==> src/rtl/i2c_seq_pkg.sv <==
package i2c_seq_pkg;
  typedef enum logic [1:0] {
    OP_PROBE = 2'd0,
    OP_WRITE = 2'd1,
    OP_READ  = 2'd2
  } op_e;

  typedef enum logic [1:0] {
    CMD_START = 2'd0,
    CMD_STOP  = 2'd1,
    CMD_WRITE = 2'd2,
    CMD_READ  = 2'd3
  } cmd_e;

  typedef enum logic [3:0] {
    STP_START1,
    STP_CHIPW,
    STP_SUB,
    STP_MIDSTOP,
    STP_START2,
    STP_CHIPR,
    STP_RDATA,
    STP_WDATA,
    STP_STOP
  } step_e;
endpackage

==> src/rtl/i2c_seq_fold.sv <==
// Target address merge for memories that take high address bits in the device address.
module i2c_seq_fold #(
  parameter int SUB_BYTES = 4,
  localparam int SUB_W  = SUB_BYTES * 8,
  localparam int ALEN_W = $clog2(SUB_BYTES + 1)
) (
  input  logic [6:0]        chip,
  input  logic [SUB_W-1:0]  sub,
  input  logic [ALEN_W-1:0] alen,
  input  logic              fold_en,
  input  logic [6:0]        fold_mask,
  output logic [6:0]        eff_chip
);
  logic [SUB_W-1:0] above;

  // Bits above the transmitted sub-address bytes.
  assign above    = sub >> {alen, 3'b000};
  assign eff_chip = fold_en ? (chip | (above[6:0] & fold_mask)) : chip;
endmodule

==> src/rtl/i2c_seq_fsm.sv <==
module i2c_seq_fsm
  import i2c_seq_pkg::*;
#(
  parameter int SUB_BYTES = 4,
  parameter int LEN_W     = 8,
  parameter int CNT_W     = 8,
  localparam int SUB_W  = SUB_BYTES * 8,
  localparam int ALEN_W = $clog2(SUB_BYTES + 1)
) (
  input  logic              clk,
  input  logic              rst,
  input  logic              req_valid,
  output logic              req_ready,
  input  logic [1:0]        req_op,
  input  logic [6:0]        req_chip_eff,
  input  logic [SUB_W-1:0]  req_sub,
  input  logic [ALEN_W-1:0] req_alen,
  input  logic [LEN_W-1:0]  req_len,
  input  logic              req_rep,
  input  logic              wr_valid,
  output logic              wr_ready,
  input  logic [7:0]        wr_data,
  output logic              rd_valid,
  output logic [7:0]        rd_data,
  output logic              done,
  output logic              err,
  output logic [CNT_W-1:0]  fail_cnt,
  output logic              eng_cmd_valid,
  output logic [1:0]        eng_cmd,
  output logic [7:0]        eng_wdata,
  output logic              eng_rd_nack,
  input  logic              eng_done,
  input  logic              eng_nack,
  input  logic [7:0]        eng_rdata
);
  typedef enum logic [1:0] {S_IDLE, S_CMD, S_WAIT} st_e;

  st_e               st;
  step_e             step;
  op_e               op_q;
  logic              rep_q;
  logic [6:0]        chip_q;
  logic [SUB_W-1:0]  sub_q;
  logic [ALEN_W-1:0] alen_q;
  logic [ALEN_W-1:0] sub_left;
  logic [LEN_W-1:0]  left;

  cmd_e              nxt_cmd;
  logic [7:0]        nxt_byte;
  logic              nxt_nack;
  logic [7:0]        sub_byte;
  logic [ALEN_W-1:0] sel;
  step_e             data_step;

  assign req_ready = (st == S_IDLE);
  assign data_step = (left != '0) ? STP_WDATA : STP_STOP;
  assign sel       = sub_left - ALEN_W'(1);

  // Most significant remaining sub-address byte.
  always_comb begin
    sub_byte = '0;
    for (int g = 0; g < SUB_BYTES; g++) begin
      if (sel == ALEN_W'(g)) sub_byte = sub_q[8*g +: 8];
    end
  end

  always_comb begin
    nxt_cmd  = CMD_START;
    nxt_byte = '0;
    nxt_nack = 1'b0;
    case (step)
      STP_START1, STP_START2: nxt_cmd = CMD_START;
      STP_MIDSTOP, STP_STOP:  nxt_cmd = CMD_STOP;
      STP_CHIPW: begin nxt_cmd = CMD_WRITE; nxt_byte = {chip_q, 1'b0}; end
      STP_CHIPR: begin nxt_cmd = CMD_WRITE; nxt_byte = {chip_q, 1'b1}; end
      STP_SUB:   begin nxt_cmd = CMD_WRITE; nxt_byte = sub_byte; end
      STP_RDATA: begin nxt_cmd = CMD_READ;  nxt_nack = (left == LEN_W'(1)); end
      default:   nxt_cmd = CMD_START;
    endcase
  end

  always_ff @(posedge clk) begin
    if (rst) begin
      st            <= S_IDLE;
      step          <= STP_START1;
      op_q          <= OP_PROBE;
      rep_q         <= 1'b0;
      chip_q        <= '0;
      sub_q         <= '0;
      alen_q        <= '0;
      sub_left      <= '0;
      left          <= '0;
      wr_ready      <= 1'b0;
      rd_valid      <= 1'b0;
      rd_data       <= '0;
      done          <= 1'b0;
      err           <= 1'b0;
      fail_cnt      <= '0;
      eng_cmd_valid <= 1'b0;
      eng_cmd       <= CMD_START;
      eng_wdata     <= '0;
      eng_rd_nack   <= 1'b0;
    end else begin
      eng_cmd_valid <= 1'b0;
      done          <= 1'b0;
      rd_valid      <= 1'b0;
      case (st)
        S_IDLE: if (req_valid) begin
          op_q     <= op_e'(req_op);
          rep_q    <= req_rep;
          chip_q   <= req_chip_eff;
          sub_q    <= req_sub;
          alen_q   <= req_alen;
          sub_left <= req_alen;
          left     <= req_len;
          err      <= 1'b0;
          fail_cnt <= '0;
          step     <= STP_START1;
          st       <= S_CMD;
        end
        S_CMD: begin
          if (step == STP_WDATA) begin
            if (wr_ready && wr_valid) begin
              wr_ready      <= 1'b0;
              eng_cmd_valid <= 1'b1;
              eng_cmd       <= CMD_WRITE;
              eng_wdata     <= wr_data;
              eng_rd_nack   <= 1'b0;
              st            <= S_WAIT;
            end else begin
              wr_ready <= 1'b1;
            end
          end else begin
            eng_cmd_valid <= 1'b1;
            eng_cmd       <= nxt_cmd;
            eng_wdata     <= nxt_byte;
            eng_rd_nack   <= nxt_nack;
            st            <= S_WAIT;
          end
        end
        S_WAIT: if (eng_done) begin
          st <= S_CMD;
          case (step)
            STP_START1:
              step <= (op_q == OP_READ && alen_q == '0) ? STP_CHIPR : STP_CHIPW;
            STP_CHIPW: begin
              if (eng_nack) begin
                err  <= 1'b1;
                step <= STP_STOP;
              end else if (op_q == OP_PROBE) step <= STP_STOP;
              else if (alen_q != '0)         step <= STP_SUB;
              else                           step <= data_step;
            end
            STP_SUB: begin
              if (eng_nack) begin
                err  <= 1'b1;
                done <= 1'b1;
                st   <= S_IDLE;
              end else begin
                sub_left <= sub_left - ALEN_W'(1);
                if (sub_left == ALEN_W'(1)) begin
                  if (op_q == OP_READ) step <= rep_q ? STP_START2 : STP_MIDSTOP;
                  else                 step <= data_step;
                end
              end
            end
            STP_MIDSTOP: step <= STP_START2;
            STP_START2:  step <= STP_CHIPR;
            STP_CHIPR:   step <= (left != '0) ? STP_RDATA : STP_STOP;
            STP_RDATA: begin
              rd_valid <= 1'b1;
              rd_data  <= eng_rdata;
              left     <= left - LEN_W'(1);
              if (left == LEN_W'(1)) step <= STP_STOP;
            end
            STP_WDATA: begin
              if (eng_nack && fail_cnt != '1) fail_cnt <= fail_cnt + CNT_W'(1);
              left <= left - LEN_W'(1);
              if (left == LEN_W'(1)) step <= STP_STOP;
            end
            STP_STOP: begin
              done <= 1'b1;
              st   <= S_IDLE;
            end
            default: st <= S_IDLE;
          endcase
        end
        default: st <= S_IDLE;
      endcase
    end
  end

  // Assertion helpers: outstanding command and last read refusal.
  logic pend;
  logic last_rd_nack;
  always_ff @(posedge clk) begin
    if (rst) begin
      pend         <= 1'b0;
      last_rd_nack <= 1'b0;
    end else begin
      if (eng_cmd_valid)  pend <= 1'b1;
      else if (eng_done)  pend <= 1'b0;
      if (eng_cmd_valid) last_rd_nack <= (eng_cmd == CMD_READ) && eng_rd_nack;
    end
  end

  assert_one_cmd_R11: assert property (@(posedge clk) disable iff (rst)
    eng_cmd_valid |-> !pend);
  assert_cmd_pulse_R11: assert property (@(posedge clk) disable iff (rst)
    eng_cmd_valid |=> !eng_cmd_valid);
  assert_wr_hold_R4: assert property (@(posedge clk) disable iff (rst)
    (wr_ready && !wr_valid) |=> wr_ready);
  assert_last_read_stop_R9: assert property (@(posedge clk) disable iff (rst)
    (eng_cmd_valid && last_rd_nack) |-> (eng_cmd == CMD_STOP));
  assert_fail_mono_R5: assert property (@(posedge clk) disable iff (rst)
    !(req_valid && req_ready) |=> (fail_cnt >= $past(fail_cnt)));
  assert_done_pulse_R13: assert property (@(posedge clk) disable iff (rst)
    done |=> !done);
  assert_accept_R12: assert property (@(posedge clk) disable iff (rst)
    (req_valid && req_ready) |=> !req_ready);
endmodule

==> src/rtl/i2c_xfer_seq.sv <==
module i2c_xfer_seq
  import i2c_seq_pkg::*;
#(
  parameter int SUB_BYTES = 4,
  parameter int LEN_W     = 8,
  parameter int CNT_W     = 8,
  localparam int SUB_W  = SUB_BYTES * 8,
  localparam int ALEN_W = $clog2(SUB_BYTES + 1)
) (
  input  logic              clk,
  input  logic              rst,
  input  logic              req_valid,
  output logic              req_ready,
  input  logic [1:0]        req_op,
  input  logic [6:0]        req_chip,
  input  logic [SUB_W-1:0]  req_sub,
  input  logic [ALEN_W-1:0] req_alen,
  input  logic [LEN_W-1:0]  req_len,
  input  logic              cfg_rep_start,
  input  logic              cfg_fold_en,
  input  logic [6:0]        cfg_fold_mask,
  input  logic              wr_valid,
  output logic              wr_ready,
  input  logic [7:0]        wr_data,
  output logic              rd_valid,
  output logic [7:0]        rd_data,
  output logic              done,
  output logic              err,
  output logic [CNT_W-1:0]  fail_cnt,
  output logic              eng_cmd_valid,
  output logic [1:0]        eng_cmd,
  output logic [7:0]        eng_wdata,
  output logic              eng_rd_nack,
  input  logic              eng_done,
  input  logic              eng_nack,
  input  logic [7:0]        eng_rdata
);
  logic [6:0] chip_eff;
  logic       fold_on;

  assign fold_on = cfg_fold_en && (req_op != OP_PROBE);

  i2c_seq_fold #(.SUB_BYTES(SUB_BYTES)) u_fold (
    .chip      (req_chip),
    .sub       (req_sub),
    .alen      (req_alen),
    .fold_en   (fold_on),
    .fold_mask (cfg_fold_mask),
    .eff_chip  (chip_eff)
  );

  i2c_seq_fsm #(.SUB_BYTES(SUB_BYTES), .LEN_W(LEN_W), .CNT_W(CNT_W)) u_fsm (
    .clk           (clk),
    .rst           (rst),
    .req_valid     (req_valid),
    .req_ready     (req_ready),
    .req_op        (req_op),
    .req_chip_eff  (chip_eff),
    .req_sub       (req_sub),
    .req_alen      (req_alen),
    .req_len       (req_len),
    .req_rep       (cfg_rep_start),
    .wr_valid      (wr_valid),
    .wr_ready      (wr_ready),
    .wr_data       (wr_data),
    .rd_valid      (rd_valid),
    .rd_data       (rd_data),
    .done          (done),
    .err           (err),
    .fail_cnt      (fail_cnt),
    .eng_cmd_valid (eng_cmd_valid),
    .eng_cmd       (eng_cmd),
    .eng_wdata     (eng_wdata),
    .eng_rd_nack   (eng_rd_nack),
    .eng_done      (eng_done),
    .eng_nack      (eng_nack),
    .eng_rdata     (eng_rdata)
  );
endmodule

==> config.mk <==
export PLATFORM = sky130hd
export DESIGN_NAME = i2c_xfer_seq
export DESIGN_NICKNAME = d
export VERILOG_FILES = /design/src/rtl/i2c_seq_pkg.sv /design/src/rtl/i2c_seq_fold.sv /design/src/rtl/i2c_seq_fsm.sv /design/src/rtl/i2c_xfer_seq.sv
export SDC_FILE = /design/constraint.sdc
export NUM_CORES = 1
export LEC_CHECK = 0
export BUFFER_PORTS_ARGS = -buffer_cell sky130_fd_sc_hd__buf_2
export CORE_MARGIN = 1.5
export CORE_UTILIZATION = 30
export CTS_BUF_LIST = sky130_fd_sc_hd__clkbuf_8 sky130_fd_sc_hd__clkbuf_16
export CTS_CLUSTER_DIAMETER = 50
export CTS_CLUSTER_SIZE = 40
export DETAILED_ROUTE_END_ITERATION = 8
export MAX_ROUTING_LAYER = met4
export PLACE_DENSITY = 0.51
export SLEW_MARGIN = 20
export SYNTH_ARGS = -nofsm -noshare
export SYNTH_HDL_FRONTEND = slang
export SYNTH_SLANG_ARGS = --single-unit
==> constraint.sdc <==
create_clock -name clk -period 3.8 [get_ports clk]
set_clock_uncertainty 0.15 [all_clocks]
set_input_delay 0.38 -clock clk [delete_from_list [all_inputs] [get_ports clk]]
set_output_delay 0.38 -clock clk [all_outputs]
set_load 0.02 [all_outputs]
After elaboration in Yosys (flattened, before gate mapping)
Cells that the tools add are included.
Widths: inputs -> output; s select.
Word-level totals
  register bits: 94
  input bits: 83
  output and inout bits: 33
  logic and storage cells: 150
Operators by class
  add/sub/neg operators: 3
  equality and inequality tests: 32
  shift-type cells: 1
  mux-type cells: 60
  bitwise logic cells: 5
  reduce and logical (&&, ||, !) cells: 30
Operators by type and width (count)
  $mux 8: 13
  $mux 4: 11
  $pmux 8 s2: 2
  $shr 32x6->7: 1
  $pmux 4 s7: 1
  $pmux 8 s3: 1
  $mux 3: 6
  $eq 4x3->1 const B: 4
  $ne 2x2->1 const B: 8
  $ne 8x8->1 const B: 2
  $reduce_and 5->1: 3
  $mux 1: 13
  $pmux 2 s3: 2
  $mux 2: 5
  $add 8x1->8 const B: 1
  $eq 4x2->1 const B: 2
  $eq 8x1->1 const B: 1
  $pmux 4 s2: 1
  $reduce_bool 8->1: 1
  $reduce_or 2->1: 4
  $sub 8x1->8 const B: 1
  $and 7x7->7: 1
  $mux 7: 1
  $or 7x7->7: 1
  26 further kinds: 45

Depth between registers and ports, before layout
Gate-level depths: netlist (run 1).
  depth after elaboration: 8
  depth in mapped cells: 8
  depth with buffers taken out: 7

Hierarchy
A second synthesis (run 1) with hierarchy kept.
Unflattened totals
  cell total of the unflattened synthesis: 575
  area, all modules: 4780.8 um^2
Modules (own cells, without submodules)
  i2c_seq_fsm: times used 1, cells an instance 541, area an instance 4499.3 um^2, seq. area each 1881.8 um^2
  i2c_seq_fold: times used 1, cells an instance 33, area an instance 274.0 um^2, seq. area each 0.0 um^2
  i2c_xfer_seq: times used 1, cells an instance 1, area an instance 7.5 um^2, seq. area each 0.0 um^2

Least setup slack after synthesis (run 1)
No wires, ideal clock.
  path kind: flip-flop to flip-flop
  start point: register u_fsm.sub_left[0]
  end point: register u_fsm.eng_wdata[2]
  arrival: 1853 ps
  data required time: 3562 ps
  slack: 1709 ps
  stages on the path, launching flop included: 9
  path buffers: 1
  period minus slack after synthesis: 2091 ps
  cells stage by stage: dfxtp_1 > inv_1 > ha_1 > xnor2_2 > and3b_1 > buf_2 > a221oi_1 > or3_1 > a311oi_2
On the way
  word-level cells in the longest chain between the ends: 8
  elaborated cells between the ends (all ways): 11
  those cells by class: add/sub (1); eq/ne (3); mux (6); reduce/logical (1)
RTL lines
  from (decl): line i2c_seq_fsm.sv:45  | logic [ALEN_W-1:0] sub_left;
  from (signal assigned): line i2c_seq_fsm.sv:114  | sub_left <= req_alen;
  from (signal assigned): line i2c_seq_fsm.sv:160  | sub_left <= sub_left - ALEN_W'(1);
  $sub 3x1->3 *: line i2c_seq_fsm.sv:57  | assign sel = sub_left - ALEN_W'(1);
  $logic_not 3->1: line i2c_seq_fsm.sv:63  | if (sel == ALEN_W'(g)) sub_byte = sub_q[8*g +: 8];
  $mux 8 (3 in a row): line i2c_seq_fsm.sv:63
  $mux 8 *: line i2c_seq_fsm.sv:63
  $pmux 8 s3 *: line i2c_seq_fsm.sv:71  | case (step)
  $mux 8 *: line i2c_seq_fsm.sv:122  | if (step == STP_WDATA) begin
  to (signal assigned): line i2c_seq_fsm.sv:127  | eng_wdata <= wr_data;
  to (signal assigned): line i2c_seq_fsm.sv:136  | eng_wdata <= nxt_byte;
  to (decl): line i2c_seq_fsm.sv:30  | output logic [7:0] eng_wdata,
Every way passes the cells marked *; elsewhere a longest branch is shown, timed or not.
A chain may end at the register's enable or synchronous reset.

Worst setup path in the final report (run 1)
  start point: register u_fsm.step[1]
  end point: register u_fsm.rd_data[6]
On the way
  word-level cells in the longest chain between the ends: 2
RTL lines
  from (decl): line i2c_seq_fsm.sv:39  | step_e step;
  from (signal assigned): line i2c_seq_fsm.sv:145  | step <= (op_q == OP_READ && alen_q == '0) ? STP_CHIPR : STP_CHIPW;
  from (signal assigned): line i2c_seq_fsm.sv:152  | else step <= data_step;
  from (signal assigned): line i2c_seq_fsm.sv:162  | if (op_q == OP_READ) step <= rep_q ? STP_START2 : STP_MIDSTOP;
  $eq 4x3->1: line i2c_seq_fsm.sv:143  | case (step)
  $reduce_and 3->1 (no source line)
  to (signal assigned): line i2c_seq_fsm.sv:172  | rd_data <= eng_rdata;
  to (decl): line i2c_seq_fsm.sv:24  | output logic [7:0] rd_data,
No other way between the ends.

==> results.json, run 1 <==
{
  "vdd_drop_max_mv": 0.279,
  "synth_edf_count": 0,
  "num_vias": 4582,
  "cell_internal_pwr_mw": 1.71,
  "arrival_ns": 2.78,
  "grtUsageTotal_pct": 18.3,
  "power_density_mw_per_mm2": 414,
  "synth_async_sr_flop_share_pct": 0,
  "synthDistinctLibCells": 66,
  "grt_max_degree": 61,
  "dieArea_mm2": 0.0167,
  "route.detailed.vias_per_inst": 5.12,
  "dp_hpwl_um": 10900,
  "insertion_delay_ns": 0.34,
  "die_x_um": 129,
  "area_delta_synth_final_pct": 20.6,
  "rsz0062_at_grt": "false",
  "clock_power_share_pct": 36.7,
  "post-route-min-period_ns": 2.72,
  "drt_iter0_markers": 321,
  "fin_util_pct": 37.5,
  "outcome": "complete, no violations",
  "cts_tree": "built",
  "cts_resized": 0,
  "power_switching_mw": 0.675,
  "r2r_cells": 5,
  "drive_gt1_share_pct": 23.0,
  "wl_um": 14700,
  "fp-row-count": 45,
  "r2r-end": "u_fsm.rd_data[6]",
  "syn-instance-count": 589,
  "place.gp.congestion": 0.880,
  "synth_nets": 681,
  "grt_pass1_wl_um": 22800,
  "detail-route-antenna-nets": 0,
  "yosys_warnings": 0,
  "finalInstanceArea_mm2": 0.00577,
  "clk_pin_slew_ns": 0.07,
  "max_slew.worst_pin.slew_ns": 0.887,
  "avgRoutedWirePerCell_um": 16.4,
  "swShare_pct": 28.3,
  "ff2ff_setup_slack_ns": 1.08,
  "core-area_mm2": 0.0154,
  "setup_viol": 0,
  "syn-cell-area_mm2": 0.00478,
  "max_slew_margin_pct": 40.8,
  "start_util_pct": 31.1,
  "startpoint_type": "register",
  "ys.flop_type": "dfxtp_1",
  "hold_viol": 0,
  "antenna_found_initial": 0,
  "hold_class": "in2reg",
  "nNetsFinal": 771,
  "ys_seq_area_share_pct": 39.4,
  "fill_cells": 1645,
  "fin_tns_setup_ns": 0,
  "drv_slew": 0,
  "avgSynthCellArea_um2": 8.12,
  "crit_path_end": "u_fsm.rd_data[6]",
  "ioPinCount": 116,
  "max_freq_ghz": 0.368,
  "criticalPathCategory": "reg2reg",
  "postCtsHoldBufs": 0,
  "postCtsSetupBuffers": 0,
  "max_cap_viol_count": 0,
  "p_comb_share_pct": 17.2,
  "worstReg2RegStart": "u_fsm.step[1]",
  "die_h_um": 129,
  "crit_path_max_fanout": 23,
  "drcViolationCount": 0,
  "port_buffers": 115,
  "cp-startpoint": "u_fsm.step[1]",
  "worstSetupEndpointType": "register",
  "diodes": 0,
  "cts.sinks": 94,
  "cts_buffer_depth": 2,
  "clockRootBuffer": "clkbuf_16",
  "dr.pass1.iters": 6,
  "final_cell_mix": "nand2_1 (115), buf_2 (115), dfxtp_1 (94), a21oi_1 (67), nor2_1 (49)",
  "min_period_over_period_pct": 71.5,
  "p_seq_share_pct": 46.1,
  "numCtsBuffers": 9,
  "grt_overflow": 0,
  "required_ns": 3.87,
  "synth_seq_cells": 94,
  "p_leak_nw": 2.30,
  "postPlaceCellArea_mm2": 0.00548,
  "cts_htree_levels": 3,
  "grt_pass1_vias": 4195
}
[worst min path at each step]
stage	start	end	slack, ns	cells past startpoint
after floorplan	u_fsm.sub_q[0]	u_fsm.sub_q[0]	0.28	2
after global placement	u_fsm.sub_q[0]	u_fsm.sub_q[0]	0.29	2
after detailed placement	u_fsm.eng_rd_nack	u_fsm.eng_rd_nack	0.30	2
after CTS	req_sub[7]	u_fsm.sub_q[7]	0.12	3
after global routing	eng_rdata[5]	u_fsm.rd_data[5]	0.13	3
final	eng_rdata[7]	u_fsm.rd_data[7]	0.13	3
[cells in the mapped netlist, types with 4 or more instances]
cell / count / share of area, %
a211oi_1: 8 / 1.3
a21oi_1: 67 / 7.0
a221oi_1: 9 / 1.6
a311oi_1: 8 / 1.5
and3_1: 5 / 0.65
buf_2: 11 / 1.2
clkbuf_1: 23 / 1.8
dfxtp_1: 94 / 39
ha_1: 9 / 2.4
inv_1: 9 / 0.71
mux2i_1: 14 / 2.9
mux4_2: 7 / 3.3
nand2_1: 115 / 9.0
nand2b_1: 8 / 1.0
nand3_1: 20 / 2.1
nand4_1: 6 / 0.79
nor2_1: 49 / 3.8
nor2b_1: 7 / 0.92
nor3_1: 22 / 2.3
o21ai_0: 13 / 1.4
o31a_1: 4 / 0.73
or3_1: 7 / 0.92
[per-layer routing]
layer / part of all wire [%] / vias up / track usage, %
li1: - / 2285 / -
met1: 48 / 2185 / 25.2
met2: 47 / 103 / 27.7
met3: 4.1 / 9 / 2.85
met4: 0.84 / 0 / 4.96
met5: 0 / - / -
[area by class of cell]
type                    instances  area (um^2)  share of cell area, %
clock buffers                   9          225                   3.91
clock inverters                 7         58.8                   1.02
inverters                       9         33.8                  0.586
repair buffers                121          621                   10.8
flip-flops and latches         94         1880                   32.6
well taps                     211          264                   4.58
multi-input cells             444         2680                   46.5
[cell families (layout without fill, tap and decap cells)]
kind of cell               Yosys count  after routing  share of synthesized area (%)
buffers and inverters               51            146                           4.66
DFF                                 94             94                           39.4
xor gates and xnor gates             4              4                          0.890
and+or+nand+nor                    264            264                           26.2
AOI/OAI and AO/OA                  146            146                           20.3
adders and majority gates            9              9                           2.36
muxes                               21             21                           6.23
[flip-flops by register name, indices dropped and copies added (netlist names)]
signal / flops
u_fsm.err: 1
u_fsm.sub_q: 32
u_fsm.alen_q: 3
u_fsm.eng_wdata: 8
u_fsm.done: 1
u_fsm.rep_q: 1
u_fsm.eng_cmd: 2
u_fsm.fail_cnt: 8
u_fsm.left: 8
u_fsm.sub_left: 3
u_fsm.eng_cmd_valid: 1
u_fsm.eng_rd_nack: 1
u_fsm.chip_q: 7
u_fsm.st: 2
u_fsm.op_q: 2
u_fsm.rd_data: 8
u_fsm.rd_valid: 1
u_fsm.wr_ready: 1
u_fsm.step: 4
[critical path, stage by stage, from the launching register on]
cell and delay, ns:
dfxtp_1 0.77, inv_1 0.29, nor4b_1 0.55, and3_1 0.54, mux2i_1 0.24, nor2_1 0.05
[stage by stage]
step | setup slack (ns) | power (mW) | cells | hold slack (ns)
floorplan | 1.71 | 1.38 | 589 | 0.282
global placement | 1.20 | 1.53 | 879 | 0.294
detailed placement | 1.04 | 1.53 | 879 | 0.298
CTS | 1.02 | 2.42 | 895 | 0.118
global route | 0.678 | 2.53 | 895 | 0.133
finish | 1.08 | 2.39 | 895 | 0.128
[power groups by stage]
stage | Sequential (mW) | Combinational [mW] | Clock, mW
floorplan | 1.11 | 0.273 | 0
global placement | 1.12 | 0.408 | 0
detailed placement | 1.12 | 0.412 | 0
CTS | 1.10 | 0.413 | 0.905
global route | 1.11 | 0.458 | 0.962
finish | 1.10 | 0.411 | 0.874
Note: power is estimated with default switching activity, not from simulation.
==> inputs of run 2 (changes only) <==
Clock period 3.8 ns to 2.75 ns, I/O delays scaled along.
==> run 2 against run 1 <==
Sequential share of layout area shrank 0.50 points. Sequential cell count is the same. Cell count grew 0.67%. Combinational power grew 41%. Die area is the same. Global-route usage grew 0.59 points. Maximum frequency grew 17%. Final area grew 1.5%. Setup slack lost 0.65 ns. Critical endpoint is now u_fsm.eng_wdata[7]. Clock power grew 50%. Largest cell class unchanged. Clock-buffer cell count grew 2.
==> results.json, run 2 (synthesis gave the netlist of run 1 again) <==
{
  "max_cap_viol_count": 0,
  "setup_slack_ns": 0.433,
  "setup_viol": 0,
  "num_vias": 4622,
  "outcome": "complete, no violations",
  "min_period_over_period_pct": 84.3,
  "stdcell_count": 901,
  "dr.pass1.iters": 5,
  "postCtsHoldBufs": 0,
  "hold_end": "u_fsm.rd_data[6]",
  "post-route-min-period_ns": 2.32,
  "r2r-end": "u_fsm.eng_wdata[7]",
  "worstReg2RegStart": "u_fsm.sub_left[0]",
  "start_util_pct": 31.1,
  "grt_pass1_wl_um": 23300,
  "dp_hpwl_um": 11500,
  "cts_tree": "built",
  "p_leak_nw": 2.34,
  "hold_viol": 0,
  "cts_resized": 0,
  "worstSetupEndpointType": "register",
  "vdd_drop_max_mv": 0.297,
  "rsz0062_at_grt": "false",
  "finalInstanceArea_mm2": 0.00586,
  "grtUsageTotal_pct": 18.9,
  "slowest_delay_ns": 0.38,
  "r2r_cells": 7,
  "insertion_delay_ns": 0.36,
  "nNetsFinal": 778,
  "cp_top_family": "simple AND/OR/NAND/NOR gates",
  "arrival_ns": 2.43,
  "detail-route-antenna-nets": 0,
  "cpMaxStageDelayCell": "dfxtp_1",
  "die_h_um": 129,
  "drcViolationCount": 0,
  "clk_pin_slew_ns": 0.07,
  "drive_gt1_share_pct": 24.1,
  "route.detailed.vias_per_inst": 5.13,
  "hold_path.startpoint": "eng_rdata[6]",
  "power_density_mw_per_mm2": 583,
  "dieArea_mm2": 0.0167,
  "avgRoutedWirePerCell_um": 16.8,
  "max_slew_margin_pct": 49.5,
  "antenna_found_initial": 0,
  "fp-row-count": 45,
  "hold_class": "in2reg",
  "final_cell_mix": "nand2_1 (115), buf_2 (115), dfxtp_1 (94), a21oi_1 (67), nor2_1 (49)",
  "core-area_mm2": 0.0154,
  "placedCellCount": 886,
  "ioPinCount": 116,
  "cts_buffer_depth": 2,
  "die_x_um": 129,
  "cts_htree_levels": 3,
  "startpoint_type": "register",
  "area_delta_synth_final_pct": 22.5,
  "largest_reg_flops": 32,
  "cts.sinks": 94,
  "criticalPathCategory": "reg2reg",
  "postCtsSetupBuffers": 0,
  "postPlaceCellArea_mm2": 0.00555,
  "required_ns": 2.87,
  "whs_path_depth": 3,
  "crit_path_max_fanout": 7,
  "grt_max_degree": 54,
  "wl_um": 15200,
  "crit_buf_inv": 1,
  "port_buffers": 115,
  "top_register": "u_fsm.sub_q",
  "cp.depth": 7,
  "max_freq_ghz": 0.432,
  "drv_slew": 0,
  "dp_slack_ns": 0.447,
  "grt_pass1_vias": 4275,
  "diodes": 0,
  "drt_iter0_markers": 385,
  "fin_tns_setup_ns": 0,
  "place.gp.congestion": 0.885,
  "total_power_mw": 3.42,
  "ff2ff_setup_slack_ns": 0.43,
  "max_slew.worst_pin.slew_ns": 0.756,
  "numCtsBuffers": 9,
  "clockRootBuffer": "clkbuf_16",
  "grt_overflow": 0,
  "crit_chain": "inv_1 > ha_1 > xnor2_2 > and3b_1 > a221oi_1 > or3_1 > a311oi_2"
}
-- run 2: per-layer routing --
layer / track usage (%) / vias up / share of wire [%]
met4: 5.88 / 0 / 1.4
li1: - / 2293 / -
met2: 27.7 / 109 / 45
met5: - / - / 0
met3: 3.01 / 12 / 4.9
met1: 26.4 / 2208 / 49
-- run 2: final cells by class --
| type | count | area [um^2] |
|---|---|---|
| Clock buffer | 11 | 253 |
| Clock inverter | 4 | 55.1 |
| Fill cell | 1620 | 9520 |
| Inverter | 9 | 33.8 |
| Multi-Input combinational cell | 444 | 2680 |
| Sequential cell | 94 | 1880 |
| Tap cell | 211 | 264 |
| Timing Repair Buffer | 128 | 686 |
-- run 2: tightest hold or removal path, delay by kind of cell --
family	cells	cell delay, ns
buffers and inverters	1	0.08
muxes	1	0.06
and+or+nand+nor	1	0.07
-- run 2: report_power, final --
| group | switching (mW) | internal (mW) | total (mW) |
|---|---|---|---|
| logic | 0.349 | 0.231 | 0.580 |
| registers | 0.0739 | 1.45 | 1.52 |
| clock network | 0.560 | 0.755 | 1.31 |
-- run 2: worst max path at each step --
stage | from | slack (ns) | end
4_1_cts | u_fsm.sub_left[0] | 0.44 | u_fsm.eng_wdata[5]
3_5_place_dp | u_fsm.sub_left[0] | 0.45 | u_fsm.eng_wdata[7]
3_3_place_gp | u_fsm.st[1] | 0.53 | u_fsm.sub_left[1]
2_1_floorplan | u_fsm.sub_left[0] | 0.66 | u_fsm.eng_wdata[2]
6_report | u_fsm.sub_left[0] | 0.43 | u_fsm.eng_wdata[7]
5_1_grt | u_fsm.st[1] | 0.26 | u_fsm.sub_left[1]
-- run 2: stage by stage --
step           hold slack (ns)  utilization [%]
4_1_cts                0.00166             38.1
2_1_floorplan            0.261                -
6_report                0.0106             38.1
3_3_place_gp             0.293             36.1
3_5_place_dp             0.297             36.1
5_1_grt                 0.0182             38.1
